--- config.mk ---
export PLATFORM = sky130hd
export DESIGN_NAME = sync_rate_mon
export DESIGN_NICKNAME = d
export VERILOG_FILES = /design/src/rtl/srm_pkg.sv /design/src/rtl/srm_line_judge.sv /design/src/rtl/srm_leaky_acc.sv /design/src/rtl/srm_hyst_flag.sv /design/src/rtl/sync_rate_mon.sv
export SDC_FILE = /design/constraint.sdc
export NUM_CORES = 1
export LEC_CHECK = 0
export ABC_AREA = 1
export BUFFER_PORTS_ARGS = -buffer_cell sky130_fd_sc_hd__clkbuf_2
export CORE_UTILIZATION = 62
export CTS_CLUSTER_DIAMETER = 50
export CTS_CLUSTER_SIZE = 25
export DETAILED_ROUTE_END_ITERATION = 10
export PLACE_DENSITY = 0.92
export SYNTH_ARGS = -nofsm -noshare
export SYNTH_HDL_FRONTEND = slang
export SYNTH_HIERARCHICAL = 1
export SYNTH_SLANG_ARGS = --single-unit
--- constraint.sdc ---
create_clock -name clk -period 2.8 [get_ports clk]
set_input_delay 0.28 -clock clk [delete_from_list [all_inputs] [get_ports clk]]
set_output_delay 0.28 -clock clk [all_outputs]
set_load 0.02 [all_outputs]
--- src/rtl/srm_pkg.sv ---
package srm_pkg;
  // Verdict for one closed line, produced by the line judge.
  typedef struct packed {
    logic done;  // one-cycle pulse: a line just closed
    logic bad;   // that line had an error or no sync at all
  } line_verdict_t;
endpackage

--- src/rtl/srm_line_judge.sv ---
module srm_line_judge
  import srm_pkg::*;
(
  input  logic          clk,
  input  logic          rst_n,
  input  logic          line_tick,
  input  logic          sync_ok,
  input  logic          sync_err,
  output line_verdict_t verdict
);
  logic ok_seen_q, err_seen_q;
  logic done_q, bad_q;
  logic ok_any, err_any;

  // Strobes on the tick cycle belong to the line being closed.
  assign ok_any  = ok_seen_q | sync_ok;
  assign err_any = err_seen_q | sync_err;

  always_ff @(posedge clk or negedge rst_n) begin
    if (!rst_n) begin
      ok_seen_q  <= 1'b0;
      err_seen_q <= 1'b0;
      done_q     <= 1'b0;
      bad_q      <= 1'b0;
    end else begin
      done_q <= line_tick;
      if (line_tick) begin
        bad_q      <= err_any | ~ok_any;
        ok_seen_q  <= 1'b0;
        err_seen_q <= 1'b0;
      end else begin
        ok_seen_q  <= ok_any;
        err_seen_q <= err_any;
      end
    end
  end

  assign verdict.done = done_q;
  assign verdict.bad  = bad_q;
endmodule

--- src/rtl/srm_leaky_acc.sv ---
module srm_leaky_acc
  import srm_pkg::*;
#(
  parameter int ACC_MAX = 63,
  parameter int WEIGHT  = 10,
  parameter int DECAY   = 1,
  localparam int ACC_W  = $clog2(ACC_MAX + 1)
) (
  input  logic             clk,
  input  logic             rst_n,
  input  line_verdict_t    verdict,
  output logic [ACC_W-1:0] level
);
  localparam int SUM_W = $clog2(ACC_MAX + WEIGHT + 1) + 1;
  localparam logic [SUM_W-1:0] W_S = SUM_W'(WEIGHT);
  localparam logic [SUM_W-1:0] D_S = SUM_W'(DECAY);
  localparam logic [SUM_W-1:0] M_S = SUM_W'(ACC_MAX);

  logic [ACC_W-1:0] level_q;
  logic [SUM_W-1:0] raised, lowered, nxt;

  always_comb begin
    raised = SUM_W'(level_q) + (verdict.bad ? W_S : '0);
    if (raised < D_S) lowered = '0;
    else              lowered = raised - D_S;
    if (lowered > M_S) nxt = M_S;
    else               nxt = lowered;
  end

  always_ff @(posedge clk or negedge rst_n) begin
    if (!rst_n)           level_q <= '0;
    else if (verdict.done) level_q <= ACC_W'(nxt);
  end

  assign level = level_q;
endmodule

--- src/rtl/srm_hyst_flag.sv ---
module srm_hyst_flag #(
  parameter int ACC_W  = 6,
  parameter int SET_TH = 40,
  parameter int CLR_TH = 20
) (
  input  logic             clk,
  input  logic             rst_n,
  input  logic [ACC_W-1:0] level,
  output logic             flag
);
  localparam logic [ACC_W-1:0] SET_V = ACC_W'(SET_TH);
  localparam logic [ACC_W-1:0] CLR_V = ACC_W'(CLR_TH);

  logic flag_q;

  always_ff @(posedge clk or negedge rst_n) begin
    if (!rst_n)              flag_q <= 1'b0;
    else if (level >= SET_V) flag_q <= 1'b1;
    else if (level <= CLR_V) flag_q <= 1'b0;
  end

  assign flag = flag_q;
endmodule

--- src/rtl/sync_rate_mon.sv ---
module sync_rate_mon
  import srm_pkg::*;
#(
  parameter int ACC_MAX = 63,
  parameter int WEIGHT  = 10,
  parameter int DECAY   = 1,
  parameter int SET_TH  = 40,
  parameter int CLR_TH  = 20
) (
  input  logic clk,
  input  logic rst_n,
  input  logic line_tick,
  input  logic sync_ok,
  input  logic sync_err,
  output logic warn_flag
);
  localparam int ACC_W = $clog2(ACC_MAX + 1);

  line_verdict_t    line_v;
  logic [ACC_W-1:0] acc_level;

  srm_line_judge u_judge (
    .clk       (clk),
    .rst_n     (rst_n),
    .line_tick (line_tick),
    .sync_ok   (sync_ok),
    .sync_err  (sync_err),
    .verdict   (line_v)
  );

  srm_leaky_acc #(
    .ACC_MAX (ACC_MAX),
    .WEIGHT  (WEIGHT),
    .DECAY   (DECAY)
  ) u_acc (
    .clk     (clk),
    .rst_n   (rst_n),
    .verdict (line_v),
    .level   (acc_level)
  );

  srm_hyst_flag #(
    .ACC_W  (ACC_W),
    .SET_TH (SET_TH),
    .CLR_TH (CLR_TH)
  ) u_flag (
    .clk   (clk),
    .rst_n (rst_n),
    .level (acc_level),
    .flag  (warn_flag)
  );
endmodule

======== Word-level counts from Yosys, hierarchy flattened ========
Cells that the tools add are included.
cells by class
  add/subtract/negate cells ............... 2
  $lt $le $gt $ge ......................... 4
  muxes and demuxes ....................... 7
  bitwise logic cells ..................... 4
  reductions and logical operators ........ 1
operator list
  operator                                                    number
  adder 6 x 8 -> 8 bit                                        1
  > comparator 8 x 6 -> 1 bit, second input constant          1
  less-than comparator 8 x 1 -> 1 bit, second input constant  1
  two-way mux 8 bit                                           1
  subtractor 8 x 1 -> 8 bit, second input constant            1
  >= comparator 6 bit, second input constant                  1
  <= comparator 6 x 5 -> 1 bit, second input constant         1
  two-way mux 6 bit                                           1
  two-way mux 1 bit                                           4
  two-way mux 4 bit                                           1
  OR 1 bit                                                    3
  nonzero test 2 bit                                          1
  NOT 1 bit                                                   1
storage, ports and cells
  bits in registers ....................... 11
  input port bits ......................... 5
  output and inout bits ................... 1
  logic and storage cells ................. 24

======== Longest topological paths before layout ========
Gate-level depths: netlist of run 1.
  depth after elaboration ................. 6
  gate-level depth with buffers ........... 14
  gate-level depth less buffers ........... 13

======== Hierarchy ========
The synthesis of run 1 kept the hierarchy.
by module, submodules not included
  module          times used  cells each  area each (µm²)  seq. area each (µm²)
  srm_leaky_acc   1           90          606.8            150.1
  srm_line_judge  1           17          160.2            100.1
  srm_hyst_flag   1           11          65.1             25.0

======== Worst setup path after synthesis of run 1 ========
No wires, ideal clock.
  kind .................................... register -> register
  from .................................... register u_judge.bad_q
  to ...................................... register u_acc.level_q[0], in the netlist u_acc/level[0]
  library setup time ...................... 0.116 ns
  arrival time ............................ 1.735 ns
  data required time ...................... 2.684 ns
  setup slack ............................. 0.949 ns
  stages on the path, launching flop included .. 11
  buffers on the path ..................... 1
  period minus slack after synthesis ...... 1.851 ns
  path through ............................ dfrtp_1 -> buf_4 -> ha_1 -> ha_1 -> or2_1 -> nor2_4 -> nand3_1 -> nand2_2 -> nand2_1 -> nand2_1 -> nand2_1
on the way
  cells in the longest elaborated chain, start to end .. 6
  elaborated cells between the ends (all ways) .. 7
  classes of those cells .................. add/sub (2); order compare (2); mux (3)
ends and longest elaborated chain
  what                                                                                     RTL line                                  text
  start: declaration                                                                       srm_line_judge.sv:12                      logic done_q, bad_q;
  start signal: assignment                                                                 srm_line_judge.sv:28                      bad_q <= err_any | ~ok_any;
  two-way mux 4 bit *                                                                      srm_leaky_acc.sv:23                       raised = SUM_W'(level_q) + (verdict.bad ? W_S : '0);
  adder 6 x 8 -> 8 bit *                                                                   srm_leaky_acc.sv:23
  subtractor 8 x 1 -> 8 bit / less-than comparator 8 x 1 -> 1 bit (equally long branches)  srm_leaky_acc.sv:25, srm_leaky_acc.sv:24
  two-way mux 8 bit *                                                                      srm_leaky_acc.sv:24                       if (raised < D_S) lowered = '0;
  > comparator 8 x 6 -> 1 bit                                                              srm_leaky_acc.sv:26                       if (lowered > M_S) nxt = M_S;
  two-way mux 6 bit *                                                                      srm_leaky_acc.sv:26
  end signal: assignment                                                                   srm_leaky_acc.sv:32                       else if (verdict.done) level_q <= ACC_W'(nxt);
  end: declaration                                                                         srm_leaky_acc.sv:19                       logic [ACC_W-1:0] level_q;
Mark *: on every way between the ends. The rest lies on a longest branch, timed or not.
A chain may end at the register's enable or synchronous reset.

======== Worst setup path in the final report of run 1 ========
  from .................................... register u_judge.bad_q
  to ...................................... register u_acc.level_q[3], in the netlist u_acc/level[3]
Same word-level chain as after synthesis.

==> run metrics, run 1 <==
Slew headroom=78.0%; Die Footprint=1490 sq um; RSZ-0062 raised after global routing=false; final wirelength=1.72 mm; WHS=0.182 ns; flops & latches, synth=11; largest net degree at the start of global routing=12; Layout Nets=135; CP top delay family=simple AND/OR/NAND/NOR gates; critical path capture point type=flip-flop; critical-path cell list=ha_1 > ha_1 > or2_1 > nor2_4 > nand3_1 > nand2_2 > nand2_1 > nand2_1 > nand2_1; fmax=507 MHz; status=finished clean; core area=1170 sq um; CP Launch Type=flip-flop; Placed Cells=roughly 130; Final Skew=0.00405 ns; Synth Instances=118; first-iteration detailed-routing DRC count=21; peak supply drop=0.000588 V; DR DRC count=0; number of nets with antenna violations after routing=0; drt via density=5.18; CP bufs+invs=0; global route overflow=0; final worst slack=0.827 ns; clk slew on worst S/H paths=0.08 ns; Placement Setup Slack=0.862 ns; Final GP Congestion=approximately 0.84; initial core utilization=71.0%; area of the multi-input gates=467 sq um; power per cell area=between 1000 and 1500 nW/um^2; CTS Buf Count=3; synthesized area per cell=7.05 sq um; num ports=6; Worst Hold Class=primary input to flip-flop; Area Growth Syn to Fin=6.47%; Rows=12; Synth area leader=dfrtp_1; YS warnings=6; Buffers on Ports=5; Setup CP Type=flip-flop to flip-flop; final non-filler cell total=139; # diodes=0; dpl cell area=848 sq um; H-Tree Depth=1; Design Area, Final=886 sq um; Max-cap violations=0; DRT Pass-1 Iters=4; die height=around 39 um; CTS Root Cell=clkbuf_4; Post-DP HPWL=1.30 mm; vias post-DR=720; Final Core Density=75.6%; Cell variety after synth=20; Final min period=1.97 ns; Least-Margin Pin Slew=0.331 ns; Tcrit/Tclk final=70.5%; all-layer global routing usage=28.8%; clock tree from TritonCTS=done; Crit path largest cell delay=around 0.42 ns; Max Slew Vio Count=0; total power=0.975 mW; Seq/Total Area, Yosys=33.1%; crit path max fanout=6; Critical Path AT=2.14 ns; syn nets=127; layout cells sized above 1=20.0%; first-pass GRT wire length=2.86 mm; initial antenna violation count=0; mapped cell area=832 sq um; register area=275 sq um; most frequent cell on the critical path=nand2_1; critical path's slowest cell=dfrtp_1; vias in the first global route=670; clock sinks=11; mean routed wirelength per cell=12.4 um; clk buf depth=2; post-synth top area share=33.1%; main area contributors after synthesis=dfrtp_1 33%, nand2_1 24%, inv_1 7.2%, ha_1 6.0%, nand3_1 4.2%; setup TNS=0 ns; Final Setup Violations=0; Worst EP required=around 3.0 ns; Filler Cell Count=86; total leakage power=0.519 nW; Fin. Hold Viols=0; Clock Latency Late Sink=0.28 ns; die width=38.6 um
kinds of logic after synthesis:
family | Yosys count | synth area share, %
and+or+nand+nor | 78 | 46.6
buffers and inverters | 20 | 10.8
DFF | 11 | 33.1
AOI/OAI and AO/OA | 4 | 2.40
adders and majority gates | 4 | 6.02
xor gates and xnor gates | 1 | 1.05
cells in the final DEF, fill, tap and decap left out:
cell	count
nor2_2	2
dlygate4sd3_1	1
or2_1	1
clkbuf_2	5
nand2_2	5
inv_1	16
nand3_1	7
xnor2_1	1
nand3_2	3
a21oi_1	1
o21ai_1	2
nand2_4	3
nor2_1	2
nand4_4	1
clkbuf_4	3
ha_1	4
inv_2	1
nand2_1	53
clkinv_2	1
dfrtp_1	11
nor2_4	1
o21ai_0	1
layer usage:
metal,up-vias,part of all wire [%],GRT usage (%)
met2,13,52,52.5
met1,331,42,32.2
met4,0,2.5,10.3
met5,-,0,0
li1,371,-,-
met3,5,3.0,6.36
report_power, final:
part / internal (mW) / switching (mW) / total (mW)
clock network: 0.0530 / 0.0636 / 0.117
registers: 0.211 / 0.0655 / 0.276
logic: 0.213 / 0.369 / 0.582
synth_stat cells, drive strengths merged:
master / number
a21oi: 1
xnor2: 1
inv: 17
or2: 1
dfrtp: 11
nor2: 5
nand3: 10
nand4: 1
o21ai: 3
buf: 3
ha: 4
nand2: 61
state kept, by name, indices dropped and copies added, names as in the netlist:
name / cells
u_acc/level: 6
u_flag/flag: 1
u_judge/bad_q: 1
u_judge/done_q: 1
u_judge/err_seen_q: 1
u_judge/ok_seen_q: 1
final cells by class:
class / instances / share of cell area, %
Sequential cell: 11 / 31.1
Tap cell: 14 / 1.98
Clock inverter: 1 / 0.565
Timing Repair Buffer: 6 / 3.95
Multi-Input combinational cell: 87 / 52.7
Inverter: 17 / 7.20
Clock buffer: 3 / 2.54
path summary, 6_finish.rpt:
check | from | end | slack (ns) | cells past startpoint
setup reg to reg | u_judge/bad_q$_DFFE_PN0P_ | u_acc/level[3]$_DFFE_PN0P_ | 0.83 | 9
hold reg to reg | u_judge/err_seen_q$_DFF_PN0_ | u_judge/err_seen_q$_DFF_PN0_ | 0.50 | 2
setup / recovery | u_judge/bad_q$_DFFE_PN0P_ | u_acc/level[3]$_DFFE_PN0P_ | 0.83 | 9
max in group asynchronous | rst_n | u_acc/level[4]$_DFFE_PN0P_ | 2.18 | 2
hold / removal | line_tick | u_judge/done_q$_DFF_PN0_ | 0.18 | 1
min in group asynchronous | rst_n | u_judge/bad_q$_DFFE_PN0P_ | 0.40 | 2
timing repair:
item	4_1_cts	5_1_grt
endpoints found under the hold margin	11	0
hold buffers	1	0
gates resized for setup	0	0
setup buffers	0	0
No activity file was read; power rests on OpenSTA's default activity.
==> run 2: changes to the inputs <==
- CORE_UTILIZATION: 62 -> 52
- PLACE_DENSITY: 0.92 -> 0.83
- clock period: 2.8 -> 1.68 ns (I/O delays scaled with it)
==> run metrics, run 2 (synthesis gave the netlist of run 1 again) <==
layout cells sized above 1=32.3% (was 20.0%); vias in the first global route=685 (was 670); Area Growth Syn to Fin=21.1% (was 6.47%); global route overflow=0 (unchanged); final wirelength=1.80 mm (was 1.72 mm); total leakage power=0.554 nW (was 0.519 nW); most frequent cell on the critical path=nand2_1 (unchanged); crit path max fanout=6 (unchanged); core area=1510 sq um (was 1170 sq um); Tcrit/Tclk final=107% (was 70.5%); Max-cap violations=0 (unchanged); peak supply drop=0.000875 V (was 0.000588 V); Buffers on Ports=5 (unchanged); critical path's slowest cell=dfrtp_1 (unchanged); Worst EP required=1.84 ns (was 2.97 ns); Die Footprint=1760 sq um (was 1490 sq um); Design Area, Final=1010 sq um (was 886 sq um); initial antenna violation count=0 (unchanged); most frequent cells in the layout=51 x nand2_1, 14 x inv_1, 11 x dfrtp_1 (was 53 x nand2_1, 16 x inv_1, 11 x dfrtp_1); Placement Setup Slack=-0.100 ns (was 0.862 ns); power per cell area=1890 nW/um^2 (was 1100 nW/um^2); DRT Pass-1 Iters=4 (unchanged); setup TNS=-0.555 ns (was 0 ns); number of nets with antenna violations after routing=0 (unchanged); Final GP Congestion=0.817 (was 0.839); Largest Register=u_acc/level (unchanged); die width=42 um (was 38.6 um); final worst slack=-0.116 ns (was 0.827 ns); RSZ-0062 raised after global routing=true (was false); mean routed wirelength per cell=12.1 um (was 12.4 um); H-Tree Depth=1 (unchanged); most common cell after layout, fill and taps aside=nand2_1 (unchanged); Post-DP HPWL=1.32 mm (was 1.30 mm); Final Setup Violations=6 (was 0); status=complete, but fails checks (was finished clean); die height=42 um (was 38.6 um); dpl cell area=933 sq um (was 848 sq um); all-layer global routing usage=22.4% (was 28.8%); Worst Hold Class=primary input to flip-flop (unchanged); Setup CP Type=flip-flop to flip-flop (unchanged); clk slew on worst S/H paths=0.07 ns (was 0.08 ns); max FFs per register=6 (unchanged); Least-Margin Pin Slew=0.344 ns (was 0.331 ns); clock sinks=11 (unchanged); first-pass GRT wire length=2.89 mm (was 2.86 mm); failing checks=negative setup slack; WHS=0.0491 ns (was 0.182 ns); Final Skew=0.000691 ns (was 0.00405 ns); CP Launch Type=flip-flop (unchanged); initial core utilization=55.2% (was 71.0%); critical path capture point type=flip-flop (unchanged); Layout Nets=143 (was 135); Fin. Hold Viols=0 (unchanged); Clock Latency Late Sink=0.28 ns (about the same); largest net degree at the start of global routing=12 (unchanged); Slew headroom=77.1% (was 78.0%); clock tree from TritonCTS=done (unchanged); critical-path cell list=ha_4 > inv_2 > ha_4 > inv_2 > or2_4 > nor2_4 > nand4_4 > nand2_1 > nand2_1 > nand2_1 > nand2_1 (was ha_1 > ha_1 > or2_1 > nor2_4 > nand3_1 > nand2_2 > nand2_1 > nand2_1 > nand2_1); Max Slew Vio Count=0 (unchanged); Final min period=1.80 ns (was 1.97 ns); # diodes=0 (unchanged); register area=275 sq um (unchanged); CTS Root Cell=clkbuf_4 (unchanged); clk buf depth=2 (unchanged); num ports=6 (unchanged); drt via density=5.13 (was 5.18); Filler Cell Count=142 (was 86); area of the multi-input gates=527 sq um (was 467 sq um); first-iteration detailed-routing DRC count=20 (was 21); CTS Buf Count=3 (unchanged); Crit path largest cell delay=0.43 ns (was 0.42 ns); DR DRC count=0 (unchanged); Critical Path AT=1.96 ns (was 2.14 ns); vias post-DR=764 (was 720); Rows=14 (was 12); fmax=557 MHz (was 507 MHz)
[run 2: repair_timing]
action	CTS	global route
setup buffers	0	3
hold buffers	1	0
pin swaps	7	11
gates resized for setup	1	4
hold endpoints to repair	11	0
setup endpoints to repair	6	6
[run 2: worst paths after layout]
path / from / end / slack (ns) / depth (start not counted)
max: u_judge/bad_q$_DFFE_PN0P_ / u_acc/level[2]$_DFFE_PN0P_ / -0.12 / 11
min: line_tick / u_judge/done_q$_DFF_PN0_ / 0.05 / 1
min in group asynchronous: rst_n / u_judge/ok_seen_q$_DFF_PN0_ / 0.30 / 2
max in group asynchronous: rst_n / u_acc/level[1]$_DFFE_PN0P_ / 1.17 / 2
min reg2reg: u_judge/err_seen_q$_DFF_PN0_ / u_judge/err_seen_q$_DFF_PN0_ / 0.50 / 2
max reg2reg: u_judge/bad_q$_DFFE_PN0P_ / u_acc/level[2]$_DFFE_PN0P_ / -0.12 / 11
[run 2: worst max-delay path, delay by kind of cell (launching register included)]
| kind | cells | cell delay, ns |
|---|---|---|
| AND/OR/NAND/NOR | 7 | 0.77 |
| flip-flops | 1 | 0.43 |
| adder cells (fa/ha/maj) | 2 | 0.37 |
| buffers and inverters | 2 | 0.09 |
[run 2: per-stage QoR]
stage	std cells	total power, mW	utilization (%)
CTS	146	1.80	64.5
global route	149	2.07	66.9
detailed placement	141	1.60	62.0
floorplan	118	1.36	-
global placement	141	1.55	62.0
finish	149	1.91	66.9
[run 2: final cells by class]
class / instances / share of cell area (%)
multi-input combinational: 87 / 52.3
sequential: 11 / 27.3
timing repair buffer: 14 / 9.44
inverter: 17 / 6.34
clock buffer: 4 / 2.61
tap: 16 / 1.99
[run 2: where the power goes]
group	total [mW]	internal, mW	switching (mW)
clock network	0.187	0.0922	0.0948
logic	1.26	0.537	0.719
registers	0.464	0.352	0.112
total	1.91	0.981	0.926
[run 2: routing by layer]
layer	share of wire, %	track usage (%)	wire length [um]	vias to the layer above
met5	0	0	0	-
met4	1.9	9.68	34	0
met3	5.1	3.88	91	5
met2	51	38.4	918	30
met1	42	27.5	755	344
li1	-	-	-	385
